`src/rtl/cfo_pkg.sv`:
```
package cfo_pkg;
   typedef enum logic [2:0] {
      ST_IDLE,
      ST_CCOL,
      ST_CANG,
      ST_GAP,
      ST_FCOL,
      ST_FANG
   } cfo_state_e;
endpackage

```
`src/rtl/cfo_dec_corr.sv`:
```
module cfo_dec_corr #(
   parameter int W    = 12,
   parameter int N    = 165,
   parameter int LAG  = 495,
   parameter int LF   = 4,
   parameter int LC   = 64,
   parameter int IW   = 11,
   parameter int ACCW = 32
) (
   input  logic                   clk,
   input  logic                   rst_n,
   input  logic                   clr,
   input  logic                   en,
   input  logic                   fine,
   input  logic [IW-1:0]          idx,
   input  logic signed [W-1:0]    in_i,
   input  logic signed [W-1:0]    in_q,
   output logic signed [ACCW-1:0] acc_i,
   output logic signed [ACCW-1:0] acc_q
);
   localparam int NF = N / LF;
   localparam int NC = N / LC;
   localparam int SF = $clog2(LF);
   localparam int SC = $clog2(LC);
   localparam int SW = $clog2(NF);
   localparam int PW = 2 * W + 1;

   logic signed [W-1:0] mem_i [NF];
   logic signed [W-1:0] mem_q [NF];

   logic [IW-1:0] rel, mask, nprod, slot_st, slot_rd;
   logic          st_hit, cr_hit;
   logic signed [W-1:0]  a_i, a_q;
   logic signed [PW-1:0] p_re, p_im;

   always_comb begin
      mask    = fine ? IW'(LF - 1) : IW'(LC - 1);
      nprod   = fine ? IW'(NF) : IW'(NC);
      rel     = idx - IW'(LAG);
      slot_st = fine ? (idx >> SF) : (idx >> SC);
      slot_rd = fine ? (rel >> SF) : (rel >> SC);
      st_hit  = en && (idx < IW'(N)) && ((idx & mask) == '0) && (slot_st < nprod);
      cr_hit  = en && (idx >= IW'(LAG)) && ((rel & mask) == '0) && (slot_rd < nprod);
      a_i     = mem_i[slot_rd[SW-1:0]];
      a_q     = mem_q[slot_rd[SW-1:0]];
      // conj(stored) * new : angle grows with the offset
      p_re    = PW'(a_i) * PW'(in_i) + PW'(a_q) * PW'(in_q);
      p_im    = PW'(a_i) * PW'(in_q) - PW'(a_q) * PW'(in_i);
   end

   always_ff @(posedge clk) begin
      if (st_hit) begin
         mem_i[slot_st[SW-1:0]] <= in_i;
         mem_q[slot_st[SW-1:0]] <= in_q;
      end
   end

   always_ff @(posedge clk) begin
      if (!rst_n || clr) begin
         acc_i <= '0;
         acc_q <= '0;
      end else if (cr_hit) begin
         acc_i <= acc_i + ACCW'(p_re);
         acc_q <= acc_q + ACCW'(p_im);
      end
   end
endmodule

```
`src/rtl/cfo_cordic_vec.sv`:
```
module cfo_cordic_vec #(
   parameter int XW   = 32,
   parameter int AW   = 16,
   parameter int ITER = 16
) (
   input  logic                 clk,
   input  logic                 rst_n,
   input  logic                 go,
   input  logic signed [XW-1:0] x_in,
   input  logic signed [XW-1:0] y_in,
   output logic                 done,
   output logic signed [AW-1:0] ang
);
   localparam int  XI = XW + 2;
   localparam int  CW = $clog2(ITER);
   localparam real PI = 3.14159265358979;

   logic [AW-1:0] at_tab [ITER];

   for (genvar g = 0; g < ITER; g++) begin : g_atan
      localparam real AR = $atan(2.0 ** (-g)) * (2.0 ** AW) / (2.0 * PI);
      assign at_tab[g] = AW'($rtoi(AR + 0.5));
   end

   logic signed [XI-1:0] x, y, dx, dy;
   logic [AW-1:0]        z;
   logic [CW-1:0]        it;
   logic                 busy;

   always_comb begin
      dx = x >>> it;
      dy = y >>> it;
   end

   always_ff @(posedge clk) begin
      if (!rst_n) begin
         x <= '0; y <= '0; z <= '0; it <= '0;
         busy <= 1'b0; done <= 1'b0;
      end else begin
         done <= 1'b0;
         if (go) begin
            busy <= 1'b1;
            it   <= '0;
            if (x_in < 0) begin
               x <= -XI'(x_in);
               y <= -XI'(y_in);
               z <= AW'(1) << (AW - 1);
            end else begin
               x <= XI'(x_in);
               y <= XI'(y_in);
               z <= '0;
            end
         end else if (busy) begin
            if (y >= 0) begin
               x <= x + dy;
               y <= y - dx;
               z <= z + at_tab[it];
            end else begin
               x <= x - dy;
               y <= y + dx;
               z <= z - at_tab[it];
            end
            it <= it + 1'b1;
            if (it == CW'(ITER - 1)) begin
               busy <= 1'b0;
               done <= 1'b1;
            end
         end
      end
   end

   assign ang = $signed(z);
endmodule

```
`src/rtl/cfo_pa_est.sv`:
```
module cfo_pa_est #(
   parameter int W    = 12,
   parameter int N    = 165,
   parameter int LF   = 4,
   parameter int LC   = 64,
   parameter int AW   = 16,
   parameter int ITER = 16
) (
   input  logic                 clk,
   input  logic                 rst_n,
   input  logic                 start,
   input  logic                 in_valid,
   input  logic signed [W-1:0]  in_i,
   input  logic signed [W-1:0]  in_q,
   input  logic [AW:0]          thresh,
   output logic signed [AW:0]   est,
   output logic                 est_valid
);
   import cfo_pkg::*;

   localparam int LAG    = 3 * N;
   localparam int WIN    = 4 * N;
   localparam int NF     = N / LF;
   localparam int NC     = N / LC;
   localparam int ACCW   = 2 * W + 2 + $clog2(NF);
   localparam int CNTW   = $clog2(2 * WIN + 1);
   localparam int LAST_C = LAG + (NC - 1) * LC;
   localparam int LAST_F = LAG + (NF - 1) * LF;
   localparam int FRAC   = $clog2(LAG);
   localparam int RSH    = AW;
   localparam int RECIP  = ((2 ** (RSH + FRAC)) + LAG / 2) / LAG;
   localparam int RW     = $clog2(RECIP) + 2;
   localparam int MW     = AW + RW;

   if ((LF & (LF - 1)) != 0 || (LC & (LC - 1)) != 0) begin : g_bad_pow2
      $error("decimation factors must be powers of two");
   end
   if (LC <= LF || N < 2 * LC || NF < 2) begin : g_bad_ratio
      $error("coarse factor must exceed fine factor and leave two products");
   end
   if (LAST_C + ITER + 4 >= WIN) begin : g_bad_gap
      $error("angle stage cannot finish before the fine window");
   end
   if (ITER < 2 || ITER > AW || AW + FRAC > 30) begin : g_bad_angle
      $error("angle width or iteration count out of range");
   end

   cfo_state_e state;
   logic [CNTW-1:0]        cnt, idx;
   logic                   kick, ang_fine, have_fine;
   logic signed [AW:0]     last_fine, scaled;
   logic signed [ACCW-1:0] acc_i, acc_q;
   logic signed [AW-1:0]   ang;
   logic                   ang_done;
   logic                   fine_sel, col_en, fire, clr, coarse_done, need_fine;
   logic signed [MW-1:0]   mulv, rnd;
   logic signed [AW+1:0]   diff;
   logic [AW+1:0]          adiff;

   always_comb begin
      fine_sel    = (state == ST_FCOL);
      idx         = fine_sel ? cnt - CNTW'(WIN) : cnt;
      col_en      = in_valid && !start && (state == ST_CCOL || fine_sel);
      fire        = col_en && (fine_sel ? (cnt == CNTW'(WIN + LAST_F))
                                        : (cnt == CNTW'(LAST_C)));
      clr         = start || (state == ST_GAP && in_valid && cnt == CNTW'(WIN - 1));
      coarse_done = ang_done && !ang_fine && (state == ST_CANG) && !start;
      mulv        = MW'(ang) * MW'($signed(RW'(RECIP)));
      rnd         = (mulv + MW'(2 ** (RSH - 1))) >>> RSH;
      scaled      = rnd[AW:0];
      diff        = (AW+2)'(scaled) - (AW+2)'(last_fine);
      adiff       = (diff < 0) ? (AW+2)'(-diff) : (AW+2)'(diff);
      need_fine   = !have_fine || (adiff > (AW+2)'(thresh));
   end

   cfo_dec_corr #(
      .W(W), .N(N), .LAG(LAG), .LF(LF), .LC(LC), .IW(CNTW), .ACCW(ACCW)
   ) u_corr (
      .clk(clk), .rst_n(rst_n), .clr(clr), .en(col_en), .fine(fine_sel),
      .idx(idx), .in_i(in_i), .in_q(in_q), .acc_i(acc_i), .acc_q(acc_q)
   );

   cfo_cordic_vec #(
      .XW(ACCW), .AW(AW), .ITER(ITER)
   ) u_cordic (
      .clk(clk), .rst_n(rst_n), .go(kick), .x_in(acc_i), .y_in(acc_q),
      .done(ang_done), .ang(ang)
   );

   always_ff @(posedge clk) begin
      if (!rst_n) begin
         state     <= ST_IDLE;
         cnt       <= '0;
         kick      <= 1'b0;
         ang_fine  <= 1'b0;
         have_fine <= 1'b0;
         last_fine <= '0;
         est       <= '0;
         est_valid <= 1'b0;
      end else begin
         est_valid <= 1'b0;
         kick      <= fire;
         if (fire) ang_fine <= fine_sel;
         if (start) cnt <= '0;
         else if (in_valid && state != ST_IDLE) cnt <= cnt + 1'b1;
         if (start) state <= ST_CCOL;
         else begin
            case (state)
               ST_CCOL: if (fire) state <= ST_CANG;
               ST_CANG: if (coarse_done) state <= need_fine ? ST_GAP : ST_IDLE;
               ST_GAP:  if (clr) state <= ST_FCOL;
               ST_FCOL: if (fire) state <= ST_FANG;
               ST_FANG: if (ang_done) state <= ST_IDLE;
               default: state <= ST_IDLE;
            endcase
         end
         if (ang_done && ang_fine) begin
            est       <= scaled;
            last_fine <= scaled;
            have_fine <= 1'b1;
            est_valid <= 1'b1;
         end else if (coarse_done && !need_fine) begin
            est_valid <= 1'b1;
         end
      end
   end
endmodule

```
`config.mk`:
```
export PLATFORM = sky130hd
export DESIGN_NAME = cfo_pa_est
export DESIGN_NICKNAME = d
export VERILOG_FILES = /design/src/rtl/cfo_pkg.sv /design/src/rtl/cfo_dec_corr.sv /design/src/rtl/cfo_cordic_vec.sv /design/src/rtl/cfo_pa_est.sv
export SDC_FILE = /design/constraint.sdc
export NUM_CORES = 2
export LEC_CHECK = 0
export ABC_AREA = 1
export BUFFER_PORTS_ARGS = -buffer_cell sky130_fd_sc_hd__buf_2
export CORE_AREA = 3 3 433 435
export CTS_CLUSTER_DIAMETER = 150
export DETAILED_ROUTE_END_ITERATION = 10
export DIE_AREA = 0 0 436 438
export GPL_ROUTABILITY_DRIVEN = 0
export GPL_TIMING_DRIVEN = 0
export PLACE_DENSITY = 0.64
export SLEW_MARGIN = 15
export SYNTH_ARGS = -nofsm -noshare
export SYNTH_HDL_FRONTEND = slang
export SYNTH_SLANG_ARGS = --single-unit
```
`constraint.sdc`:
```
create_clock -name clk -period 13.1 [get_ports clk]
set_clock_uncertainty 0.05 [all_clocks]
set_input_delay 2.62 -clock clk [delete_from_list [all_inputs] [get_ports clk]]
set_output_delay 2.62 -clock clk [all_outputs]
set_load 0.01 [all_outputs]
```
* After elaboration in Yosys (flattened, before gate mapping) *
Memories as Yosys holds them, arrays and structs flattened.
Index checks and enable logic that the tools add are counted.

cells by class
  magnitude comparators = 9
  add/sub/neg operators = 19
  eq/ne operators = 19
  multiplexer cells = 37
  reductions and logical operators = 35
  $mul = 5
  shift operators = 2
  bitwise operators = 5

operator list
  cell                                                                     count
  34-bit two-way mux                                                       8
  12-bit by 12-bit multiplier with 24-bit output                           4
  16-bit two-way mux                                                       6
  34-bit adder                                                             2
  32-bit negation with 34-bit output                                       2
  34-bit by 4-bit >>> shifter with 34-bit output                           2
  34-bit subtractor                                                        2
  32-bit by 25-bit adder with 32-bit output                                2
  34-bit by 1-bit >= comparator with 1-bit output, second input constant   1
  33-bit by 17-bit adder with 33-bit output, second input constant         1
  16-bit by 18-bit multiplier with 33-bit output, second input constant    1
  32-bit by 1-bit < comparator with 1-bit output, second input constant    1
  24-bit by 24-bit adder with 25-bit output                                1
  24-bit by 24-bit subtractor with 25-bit output                           1
  11-bit AND                                                               2
  11-bit by 10-bit equality test with 1-bit output, second input constant  2
  11-bit zero test                                                         2
  11-bit < comparator                                                      2
  18-bit by 17-bit greater-than comparator with 1-bit output               1
  18-bit by 1-bit < comparator with 1-bit output, second input constant    1
  18-bit two-way mux                                                       1
  9-bit two-way mux                                                        2
  18-bit negation                                                          1
  17-bit by 17-bit subtractor with 18-bit output                           1
  other kinds (34)                                                         82

word-level totals
  memories kept = 3
  output and inout bits = 18
  register bits after elaboration = 189
  word-level logic and storage cells = 150
  memory bits (writable) = 984
  input port bits = 45
  ROM bits = 256

memories
  name             words  bits a word  read ports  clocked after Yosys merged registers in  write ports  RTL line              source
  u_corr.mem_i     41     12           1           0                                        1            cfo_dec_corr.sv:28    logic signed [W-1:0] mem_i [NF];
  u_corr.mem_q     41     12           1           0                                        1            cfo_dec_corr.sv:29    logic signed [W-1:0] mem_q [NF];
  (no name shown)  16     16           1           0                                        0            cfo_cordic_vec.sv:61  z <= z - at_tab[it];

* Longest topological paths before layout *
  word-level depth = 11
  depth in mapped cells = 54
  mapped depth without buffers = 54

* Hierarchy *
A second synthesis with hierarchy kept.

unflattened totals
  cells, all modules = 10385
  area total of the unflattened synthesis = 92421.1 µm²

modules (own cells, without submodules)
  module          area an instance (µm²)  instances  cells an instance  sequential area each (µm²)
  cfo_dec_corr    69218.9                 1          6541               30829.6
  cfo_cordic_vec  15010.6                 1          2689               1801.7
  cfo_pa_est      8191.6                  1          1155               700.7

* Least setup slack after synthesis *
OpenSTA, ideal clock, no wires.

  path kind = input -> register
  from = in in_i[1]
  to = reg u_corr.acc_q[28]
  arrival = 8914 ps
  path buffers = 2
  stages on the path = 25
  slack = 4015 ps
  setup time = 122 ps
  data required time = 12928 ps
  cells stage by stage = clkbuf_1 -> inv_1 -> clkbuf_1 -> nor2_1 -> fa_1 -> inv_1 -> fa_1 -> inv_1 -> fa_1 -> fa_1 -> fa_1 -> fa_1 -> inv_1 -> fa_1 -> ha_1 -> a21oi_1 -> o21ai_0 -> a21oi_1 -> a21boi_0 -> o21bai_1 -> nand2_1 -> nand3_1 -> a21oi_1 -> xor2_1 -> a21oi_1

on the way
  longest elaborated chain between the ends = 3

ends and longest elaborated chain
  item                                            RTL line            source
  start: declaration                              cfo_pa_est.sv:13    input logic signed [W-1:0] in_i,
  12-bit by 12-bit multiplier with 24-bit output  cfo_dec_corr.sv:48  p_im = PW'(a_i) * PW'(in_q) - PW'(a_q) * PW'(in_i);
  24-bit by 24-bit subtractor with 25-bit output  cfo_dec_corr.sv:48
  32-bit by 25-bit adder with 32-bit output       cfo_dec_corr.sv:64  acc_q <= acc_q + ACCW'(p_im);
  end signal: assignment                          cfo_dec_corr.sv:64
  end: declaration                                cfo_dec_corr.sv:19  output logic signed [ACCW-1:0] acc_q

Every way passes these cells.
A chain may end at the register's enable or synchronous reset.

* Final worst setup path *
  from = reg state[0]
  to = reg u_corr.acc_q[31]

on the way
  longest elaborated chain between the ends = 8
  elaborated cells on any way between the ends = 27
  classes of those cells = add/sub: 3; mul: 2; order compare: 2; eq/ne: 3; mux: 4; bitwise: 1; reduce/logical: 10; memory: 2

ends and longest elaborated chain
  item                                            RTL line            source
  start: declaration                              cfo_pa_est.sv:48    cfo_state_e state;
  start signal: assignment                        cfo_pa_est.sv:110   ST_CANG: if (coarse_done) state <= need_fine ? ST_GAP : ST_IDLE;
  3-bit equality test                             cfo_pa_est.sv:61    fine_sel = (state == ST_FCOL);
  11-bit two-way mux                              cfo_pa_est.sv:62    idx = fine_sel ? cnt - CNTW'(WIN) : cnt;
  11-bit by 9-bit subtractor with 11-bit output   cfo_dec_corr.sv:39  rel = idx - IW'(LAG);
  9-bit two-way mux                               cfo_dec_corr.sv:41  slot_rd = fine ? (rel >> SF) : (rel >> SC);
  memory 41 x 12 bit, on equally long branches    -
  12-bit by 12-bit multiplier with 24-bit output  cfo_dec_corr.sv:48
  24-bit by 24-bit subtractor with 25-bit output  cfo_dec_corr.sv:48
  32-bit by 25-bit adder with 32-bit output       cfo_dec_corr.sv:64

Parallel ways exist; a longest one is shown, timed or not.

==> results.md <==
- Adder-cell share of the synthesized area: about a quarter
- Gr ovfl total: 0
- Cell taking the most area after synthesis: edfxtp_1
- Post-CTS Hold Buffers: 0
- Sequential area share after synthesis: 36.24%
- Number of global-route vias before repair: roughly 76000
- First-pass GRT wire length: between 400 and 500 mm
- Wirelength, routed: 339.1 mm
- Post-Syn Instances: about 10000
- Post-Syn Area: between 90000 and 100000 um^2
- Post-CTS Setup Inserts: 0
- CP max stage cell: clkbuf_1
- Period minus WS final: between 10 and 15 ns
- Max H-tree Level: 4
- Final critical-path share of the clock period: 91.72%
- Status: complete, no violations
- CTS tree: built
- Hold path start: have_fine
- Endpoints failing setup: 0
- Initial core utilization: between 50% and 60%
- Max cap viols: 0
- Worst r2r src: state[0]
- RSZ-0062 raised after global routing: no
- CP max stage delay: between 0.9 and 1 ns
- Warnings from Yosys: 0
- Die Width: 436 um
- Dpl hpwl: 254.6 mm
- Simple logic cell fraction of the synthesized area: a little under a fifth
- Synth area leaders: edfxtp_1 32%, fa_1 18%, nand2_1 7.5%
- Setup tns final: 0 ns
- Hold Crit Depth: 2
- Fraction of registers with async set/reset: 0%
- Drt pass-1 iters: 10
- Syn Area/Cell: between 9 and 10 um^2
- Cell Rows: around 160
- R2r setup slk: ~1.1 ns
- Type of the worst min-delay path: register to register
- Initial antenna violation count: 15
- Crit path max fanout: 13
- Reg2reg path depth: 43
- Largest net degree at the start of global routing: 49
- Number of synthesized flops with an enable pin: 984
- DRT antenna net count: 0
- Clk root buf: clkbuf_16
- Synthesized Nets: 11420
- Fmax: 83.22 MHz
- Share of cells above drive strength 1: about 8%
- Die ar.: between 150000 and 200000 um^2
- DRC: 0
- Synthesis-stage register bit count: roughly 1200
- Routed wire per std cell: 26.47 um
- Clock Latency Late Sink: about 0.82 ns
- Post-synth top area share: about 32%
- Area grow syn2layout: 9.927%
- Worst Hold End: have_fine
- Critical path class: register to register
- Mux contribution to synthesized area: less than 1%
- Ports: between 60 and 70
- Largest family of logic cells by synthesized area: adder cells
- Crit-path most repeated cell: fa_1
- Num CTS Buffers: 130
- PostCTS Resize Cnt: 0
- Chip height: 438 um
- Synth Flop Type: edfxtp_1
- Total number of vias: approximately 77000
- Setup crit start kind: register
- Worst slew pin tran: 1.373 ns
- DR vias/cell: around 6.0
- Final hold vios: 0
- Final Max Tran Viols: 0
- Cell variety after synth: 73
- All-Layer GR Usage: between 30% and 40%
- Clock Path Buffers: 3
- Core Footprint: roughly 180000 um^2
- Initial drt markers: about 10000
- WP data arrival: 12.64 ns
- PortBufs: between 60 and 70
- Clock sinks: ~1200
- Clock-pin transition on the worst setup and hold timing paths: about 0.06 ns
- Worst endpoint required time: 13.73 ns
- Layout Nets: 11660
- Worst R2R End: u_corr.acc_q[31]
- Xor/xnor share of the synthesized area: 1.998%
- Endpoint type of the worst setup path: register
- Compound-Gate Fraction of Synth Area: around 8.5%
- Relative slew slack: 8.434%
==> state kept, by name, indices dropped and copies added, names as in the netlist, 3 cells and up <==
| register | flops |
|---|---|
| cnt | 11 |
| last_fine | 17 |
| state | 3 |
| u_cordic.ang | 16 |
| u_cordic.it | 4 |
| u_cordic.x | 34 |
| u_cordic.y | 34 |
| u_corr.acc_i | 32 |
| u_corr.acc_q | 32 |
| u_corr.mem_i | 492 |
| u_corr.mem_q | 492 |
==> synthesized netlist by cell type, drive strengths merged (2+ instances only) <==
library cell  instances
a211oi               13
a21boi               14
a21o                 16
a21oi               493
a221oi               21
a22oi                 2
a31oi                63
and3                  2
buf                 348
clkbuf              116
clkinv                6
dfxtp               189
edfxtp              984
fa                  838
ha                  533
inv                1453
mux2i                35
nand2              1862
nand3              1187
nand3b                4
nand4                46
nor2                667
nor3                 76
nor3b                 3
nor4                 23
o2111ai               6
o211ai              117
o21a                 17
o21ai               597
o21bai               11
o221ai                5
o22ai                 6
o31ai                10
or2                  23
xnor2                77
xor2                132
==> final cells by class <==
class,instances,area [um^2]
Antenna cell,10,25.02
Buffer,464,2649
Clock buffer,161,3421
Clock inverter,64,954.7
Fill cell,16480,82360
Inverter,1459,5484
Multi-Input combinational cell,6906,50850
Sequential cell,1173,33330
Tap cell,2464,3083
Timing Repair Buffer,108,1324
==> layer usage <==
metal | GRT usage, % | vias to the layer above | share of wire [%]
li1 | - | 33550 | -
met1 | 43.24 | 37280 | 36
met2 | 54.30 | 5164 | 44
met3 | 9.029 | 1396 | 12
met4 | 24.14 | 12 | 8.5
met5 | 0 | - | 0.021
==> cells in the final DEF, fill, tap and decap left out, types with 15 or more instances in the layout <==
master | synthesis | layout
inv_1 | 1434 | 1434
xnor2_1 | 77 | 77
buf_16 | 0 | 17
nand4_1 | 46 | 46
a221oi_1 | 21 | 21
xor2_1 | 131 | 131
o21ai_1 | 65 | 64
mux2i_1 | 35 | 35
nand2_2 | 27 | 27
buf_1 | 37 | 36
nor3_1 | 76 | 75
bufinv_16 | 0 | 15
nor2_4 | 1 | 41
nor2_2 | 26 | 26
clkbuf_16 | 0 | 131
fa_1 | 838 | 838
buf_4 | 61 | 65
a31oi_1 | 62 | 62
nand3_1 | 1112 | 1112
clkinv_1 | 6 | 19
ha_1 | 533 | 533
nand2_1 | 1830 | 1830
nor4_1 | 22 | 21
nor2_1 | 639 | 599
a21oi_1 | 490 | 490
buf_12 | 1 | 27
clkbuf_1 | 115 | 141
o21ai_0 | 529 | 529
dfxtp_1 | 189 | 189
a21o_1 | 16 | 16
o211ai_1 | 110 | 110
buf_6 | 47 | 47
o21a_1 | 17 | 17
nand3_2 | 71 | 71
inv_2 | 17 | 17
edfxtp_1 | 984 | 984
buf_2 | 197 | 258
or2_2 | 20 | 20
==> kinds of logic (layout without fill, tap and decap cells) <==
group | Yosys count | after routing
adder cells (fa/ha/maj) | 1371 | 1371
other | 0 | 10
AND/OR/NAND/NOR | 3895 | 3895
multiplexers | 35 | 35
AO/OA/AOI/OAI | 1396 | 1396
XOR/XNOR | 209 | 209
buffers and inverters | 1923 | 2256
flip-flops | 1173 | 1173
==> worst max path at each step <==
stage,from,end,slack [ns],depth (start not counted)
floorplan,in_i[1],u_corr.acc_q[28],4.01,25
global placement,in_q[2],u_corr.acc_q[31],1.55,26
detailed placement,in_i[1],u_corr.acc_q[31],1.43,26
CTS,state[0],u_corr.acc_q[31],1.54,43
global route,state[0],u_corr.acc_q[31],0.58,43
finish,state[0],u_corr.acc_q[31],1.08,43
==> stage by stage <==
| stage | instance area [um^2] | hold WS [ns] | std cells | util, % | worst slack, ns |
|---|---|---|---|---|---|
| floorplan | 91990 | 0.3863 | 10000 | - | 4.015 |
| global placement | 95380 | 0.4035 | 12530 | 51.99 | 1.554 |
| detailed placement | 96710 | 0.4322 | 12570 | 52.71 | 1.428 |
| CTS | 101100 | 0.4397 | 12800 | 55.09 | 1.540 |
| global route | 101100 | 0.4626 | 12800 | 55.10 | 0.5789 |
| finish | 101100 | 0.4409 | 12810 | 55.11 | 1.084 |
==> worst max-delay path, delay by kind of cell (launching register included) <==
| family | cells | cell delay [ns] |
|---|---|---|
| buffers and inverters | 8 | 2.20 |
| AND/OR/NAND/NOR | 19 | 3.24 |
| AO/OA/AOI/OAI | 7 | 1.18 |
| flip-flops | 1 | 0.42 |
| adder cells (fa/ha/maj) | 9 | 4.78 |
Power is not shown: default switching activity piles up to over one toggle a cycle in this logic, so the estimate is an artifact.
